`config.mk`:
```
export PLATFORM = sky130hd
export DESIGN_NAME = cfb_bridge
export DESIGN_NICKNAME = d
export VERILOG_FILES = /design/src/rtl/cfb_pkg.sv /design/src/rtl/cfb_sync.sv /design/src/rtl/cfb_decode.sv /design/src/rtl/cfb_outreg.sv /design/src/rtl/cfb_bridge.sv
export SDC_FILE = /design/constraint.sdc
export NUM_CORES = 1
export LEC_CHECK = 0
export CAP_MARGIN = 40
export CORE_MARGIN = 8
export CORE_UTILIZATION = 35
export DETAILED_ROUTE_END_ITERATION = 10
export PLACE_DENSITY = 0.74
export SYNTH_ARGS = -nofsm -noshare
export SYNTH_HDL_FRONTEND = slang
export SYNTH_SLANG_ARGS = --single-unit
```
`constraint.sdc`:
```
create_clock -name clk -period 2.17 [get_ports clk]
set_input_delay 0.3255 -clock clk [delete_from_list [all_inputs] [get_ports clk]]
set_output_delay 0.3255 -clock clk [all_outputs]
set_load 0.1 [all_outputs]
```
`src/rtl/cfb_pkg.sv`:
```
package cfb_pkg;
  localparam int ADDR_W = 11;
  localparam logic [ADDR_W-1:0] CFG_BASE = 11'h200;

  localparam logic [3:0] CMD_NOP    = 4'd0;
  localparam logic [3:0] CMD_RDB    = 4'd1;
  localparam logic [3:0] CMD_RDW    = 4'd2;
  localparam logic [3:0] CMD_WRB    = 4'd3;
  localparam logic [3:0] CMD_WRW    = 4'd4;
  localparam logic [3:0] CMD_OPT_RD = 4'd5;
  localparam logic [3:0] CMD_OPT_WR = 4'd6;
  localparam logic [3:0] CMD_STS_RD = 4'd7;
  localparam logic [3:0] CMD_STS_WR = 4'd8;
  localparam logic [3:0] CMD_PIN_RD = 4'd9;
  localparam logic [3:0] CMD_PIN_WR = 4'd10;

  typedef struct packed {
    logic              rst;
    logic [1:0]        cs_n;
    logic              oe_n;
    logic              we_n;
    logic              iord_n;
    logic              iowr_n;
    logic              reg_n;
    logic [ADDR_W-1:0] addr;
  } strb_t;

  localparam strb_t STRB_IDLE = '{rst: 1'b0, cs_n: 2'b11, oe_n: 1'b1, we_n: 1'b1,
                                  iord_n: 1'b1, iowr_n: 1'b1, reg_n: 1'b1, addr: '0};
endpackage

```
`src/rtl/cfb_sync.sv`:
```
module cfb_sync #(
  parameter int W      = 1,
  parameter int STAGES = 2
) (
  input  logic         clk,
  input  logic         rst_n,
  input  logic [W-1:0] rst_val,
  input  logic [W-1:0] d,
  output logic [W-1:0] q
);
  logic [W-1:0] chain [STAGES];

  for (genvar s = 0; s < STAGES; s++) begin : g_stage
    if (s == 0) begin : g_first
      always_ff @(posedge clk or negedge rst_n)
        if (!rst_n) chain[s] <= rst_val;
        else        chain[s] <= d;
    end else begin : g_next
      always_ff @(posedge clk or negedge rst_n)
        if (!rst_n) chain[s] <= rst_val;
        else        chain[s] <= chain[s-1];
    end
  end

  assign q = chain[STAGES-1];
endmodule

```
`src/rtl/cfb_decode.sv`:
```
module cfb_decode
  import cfb_pkg::*;
(
  input  logic [3:0]        cmd,
  input  logic              io_mode,
  input  logic [ADDR_W-1:0] addr,
  input  logic              wd7,
  output strb_t             nxt,
  output logic              sw_rst_write
);
  logic is_wr, is_word;

  always_comb begin
    nxt          = STRB_IDLE;
    sw_rst_write = 1'b0;
    is_wr        = (cmd == CMD_WRB) || (cmd == CMD_WRW);
    is_word      = (cmd == CMD_RDW) || (cmd == CMD_WRW);
    case (cmd)
      CMD_RDB, CMD_RDW, CMD_WRB, CMD_WRW: begin
        nxt.cs_n  = is_word ? 2'b00 : 2'b10;
        nxt.addr  = is_word ? {addr[ADDR_W-1:1], 1'b0} : addr;
        nxt.reg_n = ~io_mode;
        if (io_mode) begin
          nxt.iord_n = is_wr;
          nxt.iowr_n = ~is_wr;
        end else begin
          nxt.oe_n = is_wr;
          nxt.we_n = ~is_wr;
        end
      end
      CMD_OPT_RD, CMD_OPT_WR, CMD_STS_RD, CMD_STS_WR, CMD_PIN_RD, CMD_PIN_WR: begin
        nxt.cs_n  = 2'b10;
        nxt.reg_n = 1'b0;
        // even codes are writes, odd codes are reads
        nxt.oe_n  = ~cmd[0];
        nxt.we_n  = cmd[0];
        case (cmd)
          CMD_OPT_RD, CMD_OPT_WR: nxt.addr = CFG_BASE;
          CMD_STS_RD, CMD_STS_WR: nxt.addr = CFG_BASE + 11'd2;
          default:                nxt.addr = CFG_BASE + 11'd4;
        endcase
        sw_rst_write = (cmd == CMD_OPT_WR) && wd7;
      end
      default: nxt = STRB_IDLE;
    endcase
  end
endmodule

```
`src/rtl/cfb_outreg.sv`:
```
module cfb_outreg
  import cfb_pkg::*;
(
  input  logic  clk,
  input  logic  rst_n,
  input  logic  live,
  input  logic  fire,
  input  logic  rst_req,
  input  strb_t nxt,
  output strb_t q
);
  always_ff @(posedge clk or negedge rst_n) begin
    if (!rst_n)          q <= STRB_IDLE;
    else if (!live)      q <= STRB_IDLE;
    else if (fire) begin
      if (rst_req) begin
        q     <= STRB_IDLE;
        q.rst <= 1'b1;
      end else begin
        q <= nxt;
      end
    end
  end


  hold_between_acks_chk: assert property (@(posedge clk) disable iff (!rst_n)
    (live && !fire) |=> $stable(q));


  one_strobe_chk: assert property (@(posedge clk) disable iff (!rst_n)
    $countones({~q.oe_n, ~q.we_n, ~q.iord_n, ~q.iowr_n}) <= 1);


  reset_quiet_chk: assert property (@(posedge clk) disable iff (!rst_n)
    q.rst |-> (q.cs_n == 2'b11 && q.oe_n && q.we_n && q.iord_n && q.iowr_n));


  io_strobe_reg_chk: assert property (@(posedge clk) disable iff (!rst_n)
    (!q.iord_n || !q.iowr_n) |-> !q.reg_n);


  no_card_idle_chk: assert property (@(posedge clk) disable iff (!rst_n)
    !live |=> (q == STRB_IDLE));
endmodule

```
`src/rtl/cfb_bridge.sv`:
```
module cfb_bridge
  import cfb_pkg::*;
#(
  parameter int SYNC_STAGES = 2
) (
  input  logic              clk,
  input  logic              rst_n,
  input  logic              host_en,
  input  logic [1:0]        card_det_n,
  input  logic              host_ack,
  input  logic [3:0]        host_cmd,
  input  logic [1:0]        host_rst,
  input  logic              io_mode,
  input  logic [ADDR_W-1:0] host_addr,
  input  logic              host_wd7,
  input  logic              card_rdy,
  output logic              host_irq_n,
  output logic              host_rdy,
  output logic [ADDR_W-1:0] card_addr,
  output logic [1:0]        card_cs_n,
  output logic              card_oe_n,
  output logic              card_we_n,
  output logic              card_iord_n,
  output logic              card_iowr_n,
  output logic              card_reg_n,
  output logic              card_reset
);
  localparam int SYNC_W = 4;

  logic [SYNC_W-1:0] sync_q;
  logic              ack_s, ack_prev, rdy_s, seated;
  logic [1:0]        det_s;
  logic              live, fire, rst_req, sw_pend, sw_rst_write;
  strb_t             nxt, cur;

  cfb_sync #(.W(SYNC_W), .STAGES(SYNC_STAGES)) u_sync (
    .clk(clk), .rst_n(rst_n), .rst_val(4'b0110),
    .d({host_ack, card_det_n, card_rdy}), .q(sync_q)
  );
  assign {ack_s, det_s, rdy_s} = sync_q;
  assign seated  = (det_s == 2'b00);
  assign live    = host_en && seated;
  assign fire    = live && ack_s && !ack_prev;
  assign rst_req = (|host_rst) || sw_pend;

  cfb_decode u_dec (
    .cmd(host_cmd), .io_mode(io_mode), .addr(host_addr), .wd7(host_wd7),
    .nxt(nxt), .sw_rst_write(sw_rst_write)
  );

  cfb_outreg u_out (
    .clk(clk), .rst_n(rst_n), .live(live), .fire(fire),
    .rst_req(rst_req), .nxt(nxt), .q(cur)
  );

  always_ff @(posedge clk or negedge rst_n) begin
    if (!rst_n) begin
      ack_prev   <= 1'b0;
      sw_pend    <= 1'b0;
      host_irq_n <= 1'b1;
      host_rdy   <= 1'b0;
    end else begin
      ack_prev   <= ack_s;
      host_irq_n <= !live;
      host_rdy   <= live && rdy_s && !cur.rst;
      if (!live)     sw_pend <= 1'b0;
      else if (fire) sw_pend <= !rst_req && sw_rst_write;
    end
  end

  assign card_addr   = cur.addr;
  assign card_cs_n   = cur.cs_n;
  assign card_oe_n   = cur.oe_n;
  assign card_we_n   = cur.we_n;
  assign card_iord_n = cur.iord_n;
  assign card_iowr_n = cur.iowr_n;
  assign card_reg_n  = cur.reg_n;
  assign card_reset  = cur.rst;


  irq_needs_en_chk: assert property (@(posedge clk) disable iff (!rst_n)
    !host_irq_n |-> $past(host_en));


  rdy_low_in_reset_chk: assert property (@(posedge clk) disable iff (!rst_n)
    card_reset |=> !host_rdy);


  disabled_quiet_chk: assert property (@(posedge clk) disable iff (!rst_n)
    !host_en |=> (host_irq_n && !host_rdy && !card_reset));
endmodule

```
-- After elaboration in Yosys (flattened, before gate mapping)
Index checks and enable logic that the tools add are counted.
- multiplexer cells: 14
- reduce and logical (&&, ||, !) cells: 20
- eq/ne operators: 11
- bitwise gates (word level): 3
- operators by type and width (kind ; count):
    19-bit two-way mux ; 3
    12-bit one-hot mux with 2 select lines ; 1
    4-bit by 3-bit equality test with 1-bit output, second input constant ; 4
    4-bit equality test, second input constant ; 3
    4-bit by 2-bit equality test with 1-bit output, second input constant ; 2
    2-bit two-way mux ; 4
    4-bit one-hot mux with 2 select lines ; 1
    1-bit logical AND ; 7
    3-bit one-hot mux with 2 select lines ; 1
    2-bit OR reduction ; 3
    6-bit OR reduction ; 1
    4-bit by 1-bit equality test with 1-bit output, second input constant ; 1
    1-bit zero test ; 4
    1-bit two-way mux ; 4
    4-bit OR reduction ; 1
    1-bit logical OR ; 3
    1-bit NOT ; 3
    2-bit zero test ; 1
    2-bit by 1-bit != test with 1-bit output, second input constant ; 1
- output and inout port bits: 21
- input port bits: 26
- logic and storage cells: 62
- flip-flop bits (word level): 31

-- Depth between registers and ports, before layout
- depth after elaboration: 8
- mapped depth: 6
- depth with buffers taken out: 4

-- Worst setup path before layout
OpenSTA, ideal clock, no wires.
- path type: register to register
- start: register u_sync.chain (netlist bit u_sync.q[2])
- end: register u_out.q[0] (netlist bit)
- period minus slack after synthesis: 1.701 ns
- stages on the path, launching flop included: 6
- setup slack: 0.469 ns
- data required time: 2.101 ns
- path buffers: 1
- library setup time: 0.069 ns
- data arrival time: 1.632 ns
- path through: dfstp_2 or3b_1 buf_6 nor3_4 nor3b_4 a22o_1
- longest elaborated chain between the ends: 5
- elaborated cells on any way between the ends: 6
- classes of those cells: 1 x eq/ne; 1 x mux; 4 x reduce/logical
- RTL lines (what ; line ; source):
    start: declaration ; cfb_sync.sv:11 ; logic [W-1:0] chain [STAGES];
    start signal: indexed assignment ; cfb_sync.sv:20 ; if (!rst_n) chain[s] <= rst_val;
    start signal: indexed assignment ; cfb_sync.sv:21 ; else chain[s] <= chain[s-1];
    2-bit zero test (*) ; cfb_bridge.sv:41 ; assign seated = (det_s == 2'b00);
    1-bit logical AND (*) ; cfb_bridge.sv:42 ; assign live = host_en && seated;
    1-bit logical AND (2 in series) ; cfb_bridge.sv:43 ; assign fire = live && ack_s && !ack_prev;
    2-bit by 1-bit != test with 1-bit output (no line) ; n/a ;
    end signal: assignment ; cfb_outreg.sv:20 ; q <= nxt;
    end: declaration ; cfb_outreg.sv:10 ; output strb_t q
Every way passes the cells marked *; elsewhere a longest branch is shown, timed or not.
A chain may end at the register's enable or synchronous reset.

-- Worst setup path after layout
- start: input port host_en
- end: register u_out.q[4] (netlist bit)
- longest elaborated chain between the ends: 4
- elaborated cells on any way between the ends: 5
- classes of those cells: 1 x eq/ne; 1 x mux; 3 x reduce/logical
- RTL lines (what ; line ; source):
    start: declaration ; cfb_bridge.sv:8 ; input logic host_en,
    1-bit logical AND (*) ; cfb_bridge.sv:42 ;
    1-bit logical AND (2 in series) ; cfb_bridge.sv:43 ;
    2-bit by 1-bit != test with 1-bit output (no line) ; n/a ;
Marked as above.

==> results.txt <==
----------------------------------------------------
[Clocking]
  CTS buffer count ... 5
  CTS tree ... done
  Total setup buffers inserted after CTS ... 0
  H-tree levels ... 2
  Clock tree buffer depth ... 2
  Clock Latency Late Sink ... 0.27 ns
  CTS Hold Bufs ... 0
  Clock slew seen by the registers of the worst setup and hold paths ... 0.06 ns
  Number of gates given a new drive strength after cts ... 0
  Clock root buffer ... clkbuf_8
  Clock sinks ... 31

[Synth]
  Net count of the mapped netlist ... 144
  Share of synthesized registers carrying an async set or reset ... 1.000
  Syn Inst Count ... 118
  Cell type contributing the most total cell area after synthesis ... dfrtp_1
  Area share of the largest cell type after synthesis ... 0.3571
  Top post-synthesis cells by area ... dfrtp_1 36%, dfstp_2 24%, a22o_1 6.6%
  Syn Area/Cell ... 11.28 sq um
  Portion of the post-synthesis area used by sequential elements ... 0.5940
  Flip-flop and latch count after synthesis ... 31
  Dominant synthesized flop cell ... dfrtp_1
  Yosys synthesis warning count ... 0
  Distinct cells, synth ... 34
  Count of flip-flops with a built-in enable after synthesis ... 0
  Synthesized cell area ... 1331 sq um

[Critical path]
  Top Family by Delay on Critical Path ... simple AND/OR/NAND/NOR gates
  Data arrival time of the critical path ... 1.98 ns
  Startpoint type of the worst setup path ... primary input
  Highest-delay cell along the critical path ... clkdlybuf4s50_1
  Number of buffer and inverter stages on the critical path ... 1
  Crit path capture type ... flop
  Crit Path Class ... in2reg
  Worst path cell trace ... clkdlybuf4s50_1 -> or3b_1 -> nor3_4 -> nor3b_4 -> a22o_1
  Largest stage delay, worst path ... 0.45 ns
  Required time of the critical path ... 2.37 ns
  Max Fanout on Critical Path ... 9

[STA]
  Highest Clock Rate ... 562.3 MHz
  Aggregate negative setup slack ... 0 ns
  Total count of hold-check failures in the final report ... 0
  Clock skew ... 0.005903 ns
  Max_slew headroom ... 0.6592
  Final period utilization ... 0.8196
  Time the worst path needs with I/O delays and setup ... 1.778 ns
  Final-report max-slew violation count ... 0
  Setup violators final ... 0
  Slew at the pin with the worst max-slew slack ... 0.5096 ns
  Unrepaired setup endpoints after global routing ... no

[Route]
  Initial DRT Pass Iterations ... 4
  Mean routed wirelength per cell ... 15.00 um
  Post-Route WL ... 3331 um
  Antenna Violating Nets Remaining ... 0
  Total via count in the routed design ... 1,107
  Number of DRC violations after detailed-routing iteration 0 ... 29
  Post-detailed-route DRC marker count ... 0
  Vias per cell ... 4.986

[Floorplan]
  Starting utilization of the core area ... 0.3636
  Core area ... 3661 sq um
  Number of cell rows ... 22
  Boundary Pins ... 47
  Y dimension of the die ... 77.68 um
  Die area ... 6033 sq um
  Horizontal extent of the die ... 77.68 um

[Layout]
  Area of all placed cells without fillers ... 1923 sq um
  Highest-count cells in the layout ignoring fill and taps ... 30 x buf_4, 25 x clkdlybuf4s50_1, 19 x dfrtp_1
  Antenna diodes ... 0
  Growth of design area from synthesis to finish ... 44.45%
  Final net count ... 199
  Most frequent standard cell in the layout excluding fill and tap cells ... buf_4
  Fraction of final layout cells with drive strength greater than 1 ... 0.2931

[Global route]
  Number of antenna violations at the first check in global routing ... 0
  Grt total ovfl ... 0
  Via count of the first global-routing pass ... 1,180
  Wire length of the first global-routing pass ... 5616 um
  Total Routing Usage GR ... 0.1143
  Met3 layer usage reported by global route ... 0.05300
  GRT met1 Usage ... 0.1263
  GR Layer Usage met2 ... 0.1913
  Most used routing layer in global routing ... met2
  Largest net degree at the start of global routing ... 32

[Placement]
  Cell area after placement ... 1832 sq um
  Sum of net half-perimeters after detailed placement ... 2622 um
  Final estimated routing congestion in global placement ... 0.7757
  Count of buffers from port buffering ... 46

[Worst hold path]
  Tightest Hold Check Type ... reg2reg

[Pwr]
  PnR Total Power ... 1.194 mW
  Power density over the cells ... 620.9 nW/um^2
  Leakage power total ... 0.8387 nW
  Largest voltage drop on the vdd net ... 0.0003408 V

[Flow run]
  Max-cap check violation count ... 0

[Status]
  Result of the run ... finished clean

----------------------------------------------------
## power breakdown
part / internal [mW] / switching, mW / leakage (nW)
sequential: 0.593 / 0.00403 / 0.380
combinational: 0.0722 / 0.0806 / 0.411
clock: 0.255 / 0.189 / 0.0482
total: 0.921 / 0.273 / 0.839
## cell type report
cell class / instances / area, sq um
Clock buffer: 7 / 86.33
Clock inverter: 1 / 5.005
Fill cell: 327 / 1738
Inverter: 2 / 7.507
Multi-Input combinational cell: 78 / 498.0
Sequential cell: 31 / 790.8
Tap cell: 48 / 60.06
Timing Repair Buffer: 55 / 475.5
## synth_stat cells (4+ instances only)
cell type  count
nand2_1        6
nor2_1        12
nor2b_1        5
dfstp_2       12
dfrtp_1       19
a31oi_1        4
clkbuf_1       4
nor3_1         5
a21oi_1        4
a22o_1        10
o21ai_0        8
## stage by stage
| step | cells | worst slack [ns] | hold WS (ns) | utilization |
|---|---|---|---|---|
| after detailed placement | 214 | 0.09028 | 0.3396 | 0.5003 |
| after floorplan | 118 | 0.4686 | 0.02991 | - |
| after global placement | 214 | 0.1738 | 0.3338 | 0.5003 |
| after global routing | 222 | 0.2727 | 0.3594 | 0.5253 |
| after CTS | 222 | 0.3687 | 0.3536 | 0.5253 |
| final | 222 | 0.3915 | 0.3546 | 0.5253 |
## registers in the layout, summed over array words and instances (netlist names)
| signal | flops |
|---|---|
| u_out.q | 19 |
| ack_prev | 1 |
| sw_pend | 1 |
| host_rdy | 1 |
| host_irq_n | 1 |
| u_sync.chain | 4 |
| u_sync.q | 4 |
## logic make-up after synthesis
kind of cell | synth area share
buffers and inverters | 0.03195
DFF | 0.5940
muxes | 0.007519
xor gates and xnor gates | 0.01974
and+or+nand+nor | 0.1635
AOI/OAI and AO/OA | 0.1833
## final timing paths
path,end,slack [ns],from,cells after the start
setup / recovery,u_out.q[4]$_DFFE_PN0P_,0.39,host_en,5
setup reg to reg,u_out.q[4]$_DFFE_PN0P_,0.51,u_sync.q[2]$_DFF_PN1_,4
hold / removal,u_sync.q[3]$_DFF_PN0_,0.35,u_sync.chain[7]$_DFF_PN0_,0
max in group asynchronous,u_out.q[17]$_DFFE_PN1P_,1.41,rst_n,2
min in group asynchronous,u_out.q[0]$_DFFE_PN0P_,0.44,rst_n,2
hold reg to reg,u_sync.q[3]$_DFF_PN0_,0.35,u_sync.chain[7]$_DFF_PN0_,0
## metal layers
metal  vias up  routed length, um
met1       523               1379
met2        47               1597
met5         -                  0
met4         0                 40
li1        533                  -
met3         4                313
Power figures use the tool's default switching activity.
